===== config.mk =====
export PLATFORM = sky130hd
export DESIGN_NAME = mmio_width_gate
export DESIGN_NICKNAME = d
export VERILOG_FILES = /design/src/rtl/mmio_gate_pkg.sv /design/src/rtl/mmio_size_check.sv /design/src/rtl/mmio_lane_steer.sv /design/src/rtl/mmio_read_align.sv /design/src/rtl/mmio_width_gate.sv
export SDC_FILE = /design/constraint.sdc
export NUM_CORES = 1
export LEC_CHECK = 0
export BUFFER_PORTS_ARGS = -buffer_cell sky130_fd_sc_hd__buf_2
export CAP_MARGIN = 20
export CORE_MARGIN = 1.5
export CORE_UTILIZATION = 35
export DETAILED_ROUTE_END_ITERATION = 8
export GPL_ROUTABILITY_DRIVEN = 0
export GPL_TIMING_DRIVEN = 0
export SETUP_SLACK_MARGIN = 0.4
export SLEW_MARGIN = 30
export SYNTH_ARGS = -nofsm -noshare
export SYNTH_HDL_FRONTEND = slang
export SYNTH_SLANG_ARGS = --single-unit

===== constraint.sdc =====
create_clock -name clk -period 3.75 [get_ports clk]
set_input_delay 0.5625 -clock clk [delete_from_list [all_inputs] [get_ports clk]]
set_output_delay 0.5625 -clock clk [all_outputs]
set_load 0.005 [all_outputs]

===== src/rtl/mmio_gate_pkg.sv =====
// Shared definitions for the register access gate: size encoding and lane masks.
package mmio_gate_pkg;
    localparam int WORD_BYTES = 8;
    localparam int LANE_W     = $clog2(WORD_BYTES);

    typedef enum logic [1:0] {
        SZ_B1 = 2'd0,
        SZ_B2 = 2'd1,
        SZ_B4 = 2'd2,
        SZ_B8 = 2'd3
    } acc_size_e;

    // Byte-lane mask of an access of the given size, starting at lane 0.
    function automatic logic [WORD_BYTES-1:0] size_lanes(input acc_size_e s);
        case (s)
            SZ_B1:   return 8'h01;
            SZ_B2:   return 8'h03;
            SZ_B4:   return 8'h0F;
            default: return 8'hFF;
        endcase
    endfunction

    // Mask of the low address bits that must be zero for alignment.
    function automatic logic [LANE_W-1:0] align_bits(input acc_size_e s);
        case (s)
            SZ_B1:   return 3'b000;
            SZ_B2:   return 3'b001;
            SZ_B4:   return 3'b011;
            default: return 3'b111;
        endcase
    endfunction
endpackage


===== src/rtl/mmio_size_check.sv =====
// Legality decision for one access.
// Does: checks alignment of the offset to the size, and for a narrow slot checks
// that the access stays inside the low half of the word.
// Assumes: one register per 8-byte slot; WIDE_MAP bit set marks a 64-bit slot.
module mmio_size_check
    import mmio_gate_pkg::*;
#(
    parameter int IDX_W = 5,
    parameter logic [(1<<IDX_W)-1:0] WIDE_MAP = '1
) (
    input  logic [IDX_W-1:0]  slot,
    input  logic [LANE_W-1:0] offset,
    input  acc_size_e         size,
    output logic              legal
);
    localparam int NARROW_BYTES = WORD_BYTES / 2;

    logic [LANE_W:0] end_byte;
    logic            aligned;
    logic            fits;

    // Legality: aligned, and inside the register's implemented bytes.
    always_comb begin
        end_byte = {1'b0, offset} + ({{LANE_W{1'b0}}, 1'b1} << size);
        aligned  = (offset & align_bits(size)) == '0;
        fits     = WIDE_MAP[slot] || (end_byte <= (LANE_W+1)'(NARROW_BYTES));
        legal    = aligned && fits;
    end
endmodule


===== src/rtl/mmio_lane_steer.sv =====
// Write-side lane placement.
// Does: produces byte enables and moves right-justified write data up to the
// addressed lanes, little-endian.
// Assumes: the caller gates the enables with legality and direction.
module mmio_lane_steer
    import mmio_gate_pkg::*;
(
    input  logic [LANE_W-1:0]       offset,
    input  acc_size_e               size,
    input  logic [8*WORD_BYTES-1:0] wdata_in,
    output logic [WORD_BYTES-1:0]   lanes,
    output logic [8*WORD_BYTES-1:0] wdata_out
);
    // Shift the size mask and the data up by the byte offset.
    always_comb begin
        lanes     = size_lanes(size) << offset;
        wdata_out = wdata_in << {offset, 3'b000};
    end
endmodule


===== src/rtl/mmio_read_align.sv =====
// Read-side lane extraction.
// Does: shifts the addressed slice of a bank word down to bit 0 and clears
// every byte above the access size.
// Assumes: the offset is already known to be aligned.
module mmio_read_align
    import mmio_gate_pkg::*;
(
    input  logic [LANE_W-1:0]       offset,
    input  acc_size_e               size,
    input  logic [8*WORD_BYTES-1:0] rdata_in,
    output logic [8*WORD_BYTES-1:0] rdata_out
);
    logic [WORD_BYTES-1:0]   keep;
    logic [8*WORD_BYTES-1:0] shifted;

    // Right-shift by the byte offset, then mask to the access size.
    always_comb begin
        keep    = size_lanes(size);
        shifted = rdata_in >> {offset, 3'b000};
        for (int b = 0; b < WORD_BYTES; b++) begin
            rdata_out[8*b +: 8] = keep[b] ? shifted[8*b +: 8] : 8'h00;
        end
    end
endmodule


===== src/rtl/mmio_width_gate.sv =====
// Top of the register access gate.
// Does: checks width and alignment of each host access, drives byte enables or
// a read strobe to the register bank, and returns a one-cycle-late response.
// Assumes: bank_rdata is a combinational read of slot bank_sel.
module mmio_width_gate
    import mmio_gate_pkg::*;
#(
    parameter int ADDR_W = 8,
    parameter logic [(1<<(ADDR_W-LANE_W))-1:0] WIDE_MAP = 32'h5555_5555
) (
    input  logic                    clk,
    input  logic                    rst_n,
    input  logic                    req_valid,
    input  logic                    req_write,
    input  logic [ADDR_W-1:0]       req_addr,
    input  logic [1:0]              req_size,
    input  logic [63:0]             req_wdata,
    output logic [ADDR_W-4:0]       bank_sel,
    output logic [7:0]              bank_wr_be,
    output logic                    bank_rd,
    output logic [63:0]             bank_wdata,
    input  logic [63:0]             bank_rdata,
    output logic                    rsp_valid,
    output logic                    rsp_err,
    output logic [63:0]             rsp_rdata
);
    localparam int IDX_W = ADDR_W - LANE_W;

    acc_size_e         size;
    logic [LANE_W-1:0] offset;
    logic              legal;
    logic [7:0]        lanes;
    logic [63:0]       rd_slice;

    assign size     = acc_size_e'(req_size);
    assign offset   = req_addr[LANE_W-1:0];
    assign bank_sel = req_addr[ADDR_W-1:LANE_W];

    mmio_size_check #(.IDX_W(IDX_W), .WIDE_MAP(WIDE_MAP)) u_check (
        .slot   (bank_sel),
        .offset (offset),
        .size   (size),
        .legal  (legal)
    );

    mmio_lane_steer u_steer (
        .offset    (offset),
        .size      (size),
        .wdata_in  (req_wdata),
        .lanes     (lanes),
        .wdata_out (bank_wdata)
    );

    mmio_read_align u_align (
        .offset    (offset),
        .size      (size),
        .rdata_in  (bank_rdata),
        .rdata_out (rd_slice)
    );

    // Gate bank strobes with request, direction and legality.
    always_comb begin
        bank_wr_be = (req_valid && req_write && legal) ? lanes : '0;
        bank_rd    = req_valid && !req_write && legal;
    end

    // Register the response one cycle after the request.
    always_ff @(posedge clk) begin
        if (!rst_n) begin
            rsp_valid <= 1'b0;
            rsp_err   <= 1'b0;
            rsp_rdata <= '0;
        end else begin
            rsp_valid <= req_valid;
            rsp_err   <= req_valid && !legal;
            rsp_rdata <= bank_rd ? rd_slice : '0;
        end
    end
endmodule


==> results of run 1 <==
-- layout make-up --
class	instances	share of cell area
clock inverters	5	0.00821
flip-flops and latches	66	0.177
repair buffers	288	0.196
plain buffers	64	0.0496
inverters	7	0.00352
diodes	2	0.000671
clock buffers	11	0.0339
multi-input cells	468	0.500
well taps	184	0.0308
-- synth_stat cells (5+ instances only) --
cell type	number
a21oi_1	30
clkbuf_1	22
buf_4	14
mux4_2	32
buf_2	24
nor3_1	38
mux2i_1	76
a22o_1	5
nor2_1	83
nor3b_1	10
a2bb2oi_1	11
o21ai_0	27
and2_1	20
inv_1	6
dfxtp_1	66
mux2_2	36
nand2_1	38
o22ai_1	10
nor4_1	9
-- layer usage --
| layer | wire length (microns) | vias to the layer above | track usage |
|---|---|---|---|
| met5 | 23 | - | 0 |
| met2 | 12600 | 479 | 0.542 |
| met3 | 2650 | 74 | 0.0835 |
| li1 | - | 2824 | - |
| met1 | 10300 | 2993 | 0.375 |
| met4 | 1070 | 4 | 0.151 |
-- layout by cell type (no fill, tap or decap), types with 4 or more instances in the layout --
cell type / instances
buf_6: 4
nor2_1: 82
clkbuf_1: 20
o21ai_0: 27
dfxtp_1: 66
inv_1: 5
buf_4: 21
mux2_2: 36
a22o_1: 5
a22oi_1: 4
a2bb2oi_1: 11
a21oi_1: 30
nor3b_1: 10
and2_1: 20
nor4_1: 6
mux2i_1: 76
nor3_1: 37
buf_2: 303
clkbuf_16: 9
mux4_2: 32
o22a_1: 4
o22ai_1: 10
nand2_1: 38
-- sequential cells by signal, indices dropped and copies added, names as in the netlist --
signal	flops
rsp_err	1
rsp_valid	1
rsp_rdata	64
-- worst min path at each step --
stage	to	slack, ns	cells past startpoint
after floorplan	rsp_rdata[57]$_SDFF_PP0_	0.68	2
after global placement	rsp_valid$_SDFF_PN0_	0.81	2
after detailed placement	rsp_valid$_SDFF_PN0_	0.81	2
after CTS	rsp_valid$_SDFF_PN0_	0.47	2
after global routing	rsp_valid$_SDFF_PN0_	0.47	2
final	rsp_valid$_SDFF_PN0_	0.47	2
-- repair_timing --
item	in CTS	in global routing
resized for setup	18	13
setup buffers	5	2
pin swaps	3	2
setup endpoints to repair	9	10
cloned	0	0
-- kinds of logic (layout without fill, tap and decap cells) --
family / after synthesis / in the layout / share of synthesized area
buf+inv: 71 / 375 / 0.0654
mux: 144 / 144 / 0.353
fa+ha+maj: 4 / 4 / 0.0108
compound gates: 108 / 108 / 0.135
simple gates: 211 / 211 / 0.187
other cells: 0 / 2 / 0
xor+xnor: 1 / 1 / 0.00164
flops: 66 / 66 / 0.247
-- power groups by stage --
stage	registers (mW)	logic (mW)	clock network [mW]
finish	0.708	0.778	0.866
global route	0.708	0.819	0.907
CTS	0.708	0.747	0.878
detailed placement	0.723	0.726	0
global placement	0.724	0.727	0
floorplan	0.724	0.411	0
-- metrics by stage --
stage	std cells	setup WS (ns)	area (sq um)	total power, mW	hold WS [ns]
detailed placement	1070	-0.281	6980	1.45	0.813
finish	1095	0.431	7460	2.35	0.470
global route	1093	0.386	7460	2.43	0.475
CTS	1091	0.404	7390	2.33	0.467
floorplan	605	0.572	5340	1.14	0.681
global placement	1070	-0.267	6980	1.45	0.808
==> metrics.txt, run 1 <==
PD cells=315 mW/mm^2; Worst Setup Start Kind=primary input; port buffer count=281; CP required=3.19 ns; WL/cell=24.3 microns; Mapped Nets=751; vias in the first global route=6344; Worst Hold Class=in -> reg; post-layout util=0.508; Post-Syn Area per Cell=8.83 sq um; first-pass GRT wire length=38.0 mm; Final setup viols=0; Post-synth EDFFs=0; grt ovf=0; RSZ-0062 raised after global routing=true; peak supply drop=0.191 mV; total CTS buffers=9; CTS Sinks=66; crit path time final=3.32 ns; CP Class=in -> out; CTS tree=yes; maxcap violations=0; slew margin rel.=0.486; Crit. Startpoint=req_addr[1]; Net Sw Frac=0.319; DP Wirelength=20.1 mm; Cells after Synth=605; clock root buffer=clkbuf_16; switching pwr=0.751 mW; Ys Warns=0; Post-Syn Area=0.00534 sq mm; final hold vios=0; Post-layout nets=1050; crit-path max FO=10; DR vias/cell=5.82; top cells by area, synth=dfxtp_1 25%, mux2i_1 14%, mux4_2 13%, mux2_2 7.6%, nor2_1 5.8%; Final Slew Violations=0; Die Y=127 microns; Max H-tree Level=3; crit path max-delay cell type=fa_1; cell family with most CP delay=buffers and inverters; post-synth cell types=43; largest net degree at the start of global routing=13; Fin Setup TNS=0 ns; crit-path cells=buf_4 -> inv_2 -> buf_6 -> clkbuf_8 -> fa_1 -> nand2b_1 -> a32oi_2 -> nand4_4 -> buf_6 -> nor4_4 -> buf_2; DR iter-0 viols=644; fillers=1461; Initial Utilization=0.363; GRT Total Usage=0.319; clock share of power=0.368; Lkg Pwr=3.60 nW; DR DRC count=0; Max Freq=0.301 GHz; share of layout cells above drive strength 1=0.472; Internal=1.60 mW; Worst path max stage delay=0.53 ns; Main synth FF type=dfxtp_1; worst slew pin tran=0.772 ns; initial antenna violation count=4; Post-CTS Hold Fix Bufs=0; Seq pwr share=0.301; die span in x=127 microns; Worst Hold Launch=rst_n; Worst EP arrival=2.76 ns; Critical Path End=bank_wr_be[1]; register area share after synthesis=0.247; CP Depth=11; dominant cell type by area after synthesis=dfxtp_1; Async SR Flop Fraction=0; routed wire length=26.6 mm; ANT nets after route=0; vias post-DR=6374; crit end category=primary output; Max Root-Sink Buffers=2; status=finished clean; die area=0.0160 sq mm; CP Buf/Inv Count=6; Synth top area share=0.247; area of the core=0.0147 sq mm; layout overhead on the synthesized area=39.7%; register area=0.00132 sq mm; clk slew on worst S/H paths=0.05 ns; multi-input logic area=0.00373 sq mm; Final period util=0.885; FP Rows=44; # IOs=286; #FFs+latches synth=66; drt pass-1 iters=5; most frequent cell on the critical path=buf_6; Comb pwr share=0.331
No activity file was read; power rests on OpenSTA's default activity.
==> inputs of run 2 (changes only) <==
==> constraint.sdc (replaced) <==
create_clock -name clk -period 3.75 [get_ports clk]
set_input_delay 0.75 -clock clk [delete_from_list [all_inputs] [get_ports clk]]
set_output_delay 0.75 -clock clk [all_outputs]
set_load 0.005 [all_outputs]
==> run 2 against run 1 <==
Compared with the run above: final cell count up 0.55%; die area stayed put; first-iteration DRC count fell by 0.93%; via count is 0.41% higher; count of clock-buffer cells in the layout shrank 2; maximum frequency down 6.9%; highest routed layer is now met4; setup slack got worse by 0.25 ns; wire length grew 1.0%; critical path depth rose by 1; non-clock buffer count increased by 7.
==> metrics.txt, run 2 (synthesis gave the netlist of run 1 again) <==
crit-path max FO=4 (-6); crit-path cells=buf_8 -> buf_6 -> nor2_4 -> ha_4 -> inv_2 -> fa_1 -> nand2b_1 -> a32oi_2 -> nand4_4 -> buf_12 -> nor4_4 -> buf_2; Pwr Total=2.49 mW (+6.0%); Lkg Pwr=3.74 nW (+3.6%); clock root buffer=clkbuf_16; crit end category=primary output; largest net degree at the start of global routing=14 (+1); commonest non-fill, non-tap cells in the layout=295 x buf_2, 81 x nor2_1, 76 x mux2i_1, 66 x dfxtp_1, 38 x nand2_1; Final Slew Violations=0 (unchanged); Final setup viols=0 (unchanged); FP Rows=44 (unchanged); die span in x=127 microns (unchanged); Max Freq=0.280 GHz (-6.9%); Worst Setup Start Kind=primary input; CP Buf/Inv Count=5 (-1); peak supply drop=0.219 mV (+15%); Initial Utilization=0.363 (unchanged); DP Wirelength=20.4 mm (+1.3%); DR vias/cell=5.81 (-0.14%); Post-DP Area=0.00706 sq mm (+1.1%); vias in the first global route=6241 (-1.6%); crit path time final=3.57 ns (+0.247 ns); Fin Setup TNS=0 ns (unchanged); vias post-DR=6400 (+0.41%); CP Depth=12 (+1); Biggest register=rsp_rdata; Worst Hold Launch=rst_n; DR DRC count=0 (unchanged); Die Y=127 microns (unchanged); die area=0.0160 sq mm (unchanged); ANT nets after route=0 (unchanged); Post-layout nets=1057 (+0.67%); Max H-tree Level=3 (unchanged); first-pass GRT wire length=38.4 mm (+1.1%); Worst path max stage delay=0.49 ns (-0.04 ns); share of layout cells above drive strength 1=0.491 (+0.0193); clk slew on worst S/H paths=0.05 ns (about the same); grt ovf=0 (unchanged); most common cell after layout, fill and taps aside=buf_2; fin worst setup slack=0.184 ns (-0.247 ns); cell family with most CP delay=adder cells; Setup Slack @ Placement=-0.222 ns (+0.0588 ns); worst slew pin tran=0.786 ns (+0.0146 ns); Max Root-Sink Buffers=2 (unchanged); slew margin rel.=0.476 (-0.00972); fin area=0.00772 sq mm (+3.4%); Largest regs=rsp_rdata: 64 flops, rsp_err: 1 flops, rsp_valid: 1 flops; layout overhead on the synthesized area=44.5%; maxcap violations=0 (unchanged); max FFs per register=64 (unchanged); Final period util=0.951 (+0.0659); post-layout util=0.525 (+0.0174); routed wire length=26.8 mm (+1.0%); status=finished clean; Worst Hold Class=in -> reg; port buffer count=281 (unchanged); initial antenna violation count=0 (-4); Crit. Startpoint=req_size[0]; RSZ-0062 raised after global routing=true; WL/cell=24.4 microns (+0.46%); CTS Sinks=66 (unchanged); PD cells=323 mW/mm^2 (+2.5%); Critical Path End=bank_wr_be[7]; GRT Total Usage=0.325 (+0.00584); # IOs=286 (unchanged); DR iter-0 viols=638 (-0.93%); fillers=1455 (-0.41%); CP required=3.00 ns (-0.19 ns); area of the core=0.0147 sq mm (unchanged); CTS tree=yes; drt pass-1 iters=8 (+3); Post-CTS Hold Fix Bufs=0 (unchanged); crit path max-delay cell type=fa_1; Worst EP arrival=2.82 ns (+0.06 ns); CP Class=in -> out; total CTS buffers=9 (unchanged); final hold vios=0 (unchanged)
## run 2: changes by cell type in the layout (fill, tap and decap cells not counted), sizes merged
cell,previous run,this run
diode,2,1
clkinvlp,3,0
clkinv,1,4
bufinv,1,3
clkbuf,33,36
buf,330,332
## run 2: timing repair
action | in CTS | in global routing
gates resized for setup | 42 | 12
pin swaps | 15 | 1
buffers inserted | 13 | 1
setup endpoints to repair | 41 | 33
## run 2: layout make-up
| cell class | instances | area [sq um] | area share |
|---|---|---|---|
| multi-input combinational | 468 | 3810 | 0.494 |
| inverter | 7 | 28.8 | 0.00373 |
| clock inverter | 7 | 125 | 0.0162 |
| tap | 184 | 230 | 0.0298 |
| clock buffer | 9 | 225 | 0.0292 |
| antenna | 1 | 2.50 | 0.000324 |
| buffer | 64 | 437 | 0.0566 |
| sequential | 66 | 1320 | 0.171 |
| timing repair buffer | 295 | 1540 | 0.199 |
## run 2: worst min-delay path by stage
stage	cells past startpoint	slack (ns)	to
3_3_place_gp	2	1.0	rsp_valid$_SDFF_PN0_
3_5_place_dp	2	1.0	rsp_valid$_SDFF_PN0_
5_1_grt	2	0.67	rsp_valid$_SDFF_PN0_
4_1_cts	2	0.65	rsp_valid$_SDFF_PN0_
2_1_floorplan	2	0.87	rsp_rdata[57]$_SDFF_PP0_
6_report	2	0.66	rsp_valid$_SDFF_PN0_
## run 2: report_power, final
group | internal, mW | total [mW] | switching (mW)
registers | 0.707 | 0.708 | 0.00137
logic | 0.361 | 0.808 | 0.448
clock network | 0.654 | 0.975 | 0.321
## run 2: per-stage QoR
step | hold WS, ns | cells
global placement | 0.997 | 1070
floorplan | 0.868 | 605
finish | 0.656 | 1101
CTS | 0.652 | 1099
global route | 0.665 | 1100
detailed placement | 0.999 | 1070
## run 2: per-layer routing
layer / GRT usage / routed length [microns] / vias to the layer above
met4: 0.151 / 1150 / 0
met1: 0.401 / 10300 / 3014
met5: 0 / 0 / -
li1: - / - / 2837
met2: 0.555 / 12700 / 481
met3: 0.0519 / 2640 / 68
==> inputs of run 3 (changes only) <==
--- a/config.mk
+++ b/config.mk
@@ -5,14 +5,14 @@
 export SDC_FILE = /design/constraint.sdc
 export NUM_CORES = 1
 export LEC_CHECK = 0
-export BUFFER_PORTS_ARGS = -buffer_cell sky130_fd_sc_hd__buf_2
 export CAP_MARGIN = 20
 export CORE_MARGIN = 1.5
 export CORE_UTILIZATION = 35
 export DETAILED_ROUTE_END_ITERATION = 8
+export DONT_BUFFER_PORTS = 1
 export GPL_ROUTABILITY_DRIVEN = 0
 export GPL_TIMING_DRIVEN = 0
-export SETUP_SLACK_MARGIN = 0.4
+export SETUP_SLACK_MARGIN = 0.15
 export SLEW_MARGIN = 30
 export SYNTH_ARGS = -nofsm -noshare
 export SYNTH_HDL_FRONTEND = slang
==> run 3 against run 2 <==
Compared with the run above: final cell count shrank 26%; critical path depth fell by 8; via count down 13%; core utilization down 11 points; maximum frequency decreased by 0.41%; count of clock-buffer cells in the layout rose by 1; largest power group unchanged.
==> metrics.txt, run 3 (synthesis gave the netlist of run 1 again) <==
vias post-DR=5544 (-13%); Max Freq=0.279 GHz (-0.41%); commonest non-fill, non-tap cells in the layout=82 x nor2_1, 76 x mux2i_1, 66 x dfxtp_1, 38 x nand2_1, 36 x mux2_2; most common cell after layout, fill and taps aside=nor2_1; maxcap violations=0 (unchanged); DR DRC count=0 (unchanged); layout overhead on the synthesized area=14.3%; Final period util=0.955 (+0.00396); crit-path cells=buf_2 -> clkbuf_1 -> clkbuf_1 -> o21ai_0; WL/cell=33.2 microns (+36%); clock root buffer=clkbuf_16; max FFs per register=64 (unchanged); hold slack=0.533 ns (-0.123 ns); largest net degree at the start of global routing=12 (-2); Lkg Pwr=2.35 nW (-37%); routed wire length=27.0 mm (+0.52%); Largest regs=rsp_rdata: 64 flops, rsp_err: 1 flops, rsp_valid: 1 flops; Post-CTS Hold Fix Bufs=0 (unchanged); Biggest register=rsp_rdata; DP Wirelength=20.3 mm (-0.17%); crit path max-delay cell type=clkbuf_1; ANT nets after route=0 (unchanged); Worst Setup Start Kind=primary input; worst slew pin tran=0.909 ns (+0.123 ns); Worst EP arrival=2.83 ns (about the same); PD cells=367 mW/mm^2 (+14%); Final setup viols=0 (unchanged); RSZ-0062 raised after global routing=false; final hold vios=0 (unchanged); Max H-tree Level=3 (unchanged); CP Buf/Inv Count=3 (-2); clk slew on worst S/H paths=0.05 ns (about the same); most frequent cell on the critical path=clkbuf_1; vias in the first global route=5577 (-11%); CTS Sinks=66 (unchanged); CP Depth=4 (-8); Pwr Total=2.24 mW (-10%); status=finished clean; grt ovf=0 (unchanged); fin area=0.00610 sq mm (-21%); FP Rows=44 (unchanged); Worst Hold Class=in -> reg; CTS tree=yes; Post-DP Area=0.00558 sq mm (-21%); port buffer count=0 (-100%); Post-layout nets=770 (-27%); area of the core=0.0147 sq mm (unchanged); initial antenna violation count=1 (+1); fillers=1510 (+3.8%); Worst path max stage delay=0.75 ns (+0.26 ns); CP Class=in -> out; peak supply drop=0.194 mV (-11%); DR iter-0 viols=516 (-19%); die area=0.0160 sq mm (unchanged); GRT Total Usage=0.325 (about the same); die span in x=127 microns (unchanged); crit-path max FO=10 (+6); crit path time final=3.58 ns (+0.0148 ns); Final Slew Violations=0 (unchanged); slew margin rel.=0.394 (-0.0818); DR vias/cell=6.82 (+17%); Max Root-Sink Buffers=2 (unchanged); cell family with most CP delay=buffers and inverters; drt pass-1 iters=5 (-3); Die Y=127 microns (unchanged); Fin Setup TNS=0 ns (unchanged); Hold Path Cell Cnt=2 (unchanged); first-pass GRT wire length=37.5 mm (-2.3%); crit end category=primary output; total CTS buffers=9 (unchanged); # IOs=286 (unchanged); Initial Utilization=0.363 (unchanged); CP required=3.00 ns (about the same); share of layout cells above drive strength 1=0.239 (-0.252)
run 3: area by class of cell:
type,instances,area [sq um],area share
Antenna cell,1,2.50,0.000410
Buffer,64,372,0.0609
Clock buffer,10,239,0.0392
Clock inverter,5,78.8,0.0129
Inverter,7,30.0,0.00492
Multi-Input combinational cell,468,3770,0.618
Sequential cell,66,1320,0.216
Tap cell,184,230,0.0377
Timing Repair Buffer,8,60.1,0.00984
run 3: where the power goes:
| group | leakage (nW) | internal (mW) | switching [mW] |
|---|---|---|---|
| Clock | 0.158 | 0.594 | 0.310 |
| Combinational | 1.66 | 0.254 | 0.369 |
| Sequential | 0.532 | 0.707 | 0.00289 |
run 3: path summary, 6_finish.rpt:
kind                       start  slack, ns                       end
hold / removal    bank_rdata[59]       0.53  rsp_rdata[59]$_SDFF_PP0_
setup / recovery     req_addr[1]       0.17            bank_wdata[47]
run 3: routing by layer:
metal / track usage / share of wire / vias up
li1: - / - / 2252
met1: 0.355 / 0.34 / 2645
met2: 0.548 / 0.48 / 530
met3: 0.121 / 0.13 / 117
met4: 0.176 / 0.054 / 0
met5: 0 / 0 / -
run 3: what timing repair did:
item / CTS / global route
buffers inserted: 3 / 5
resized for setup: 25 / 8
pin swaps: 2 / 5
setup endpoints to repair: 9 / 9
run 3: stage by stage:
step,std cells,worst slack (ns),util
after floorplan,605,0.197,-
after global placement,789,-0.474,0.379
after detailed placement,789,-0.574,0.379
after CTS,807,0.157,0.411
after global routing,813,0.149,0.415
final,813,0.169,0.415
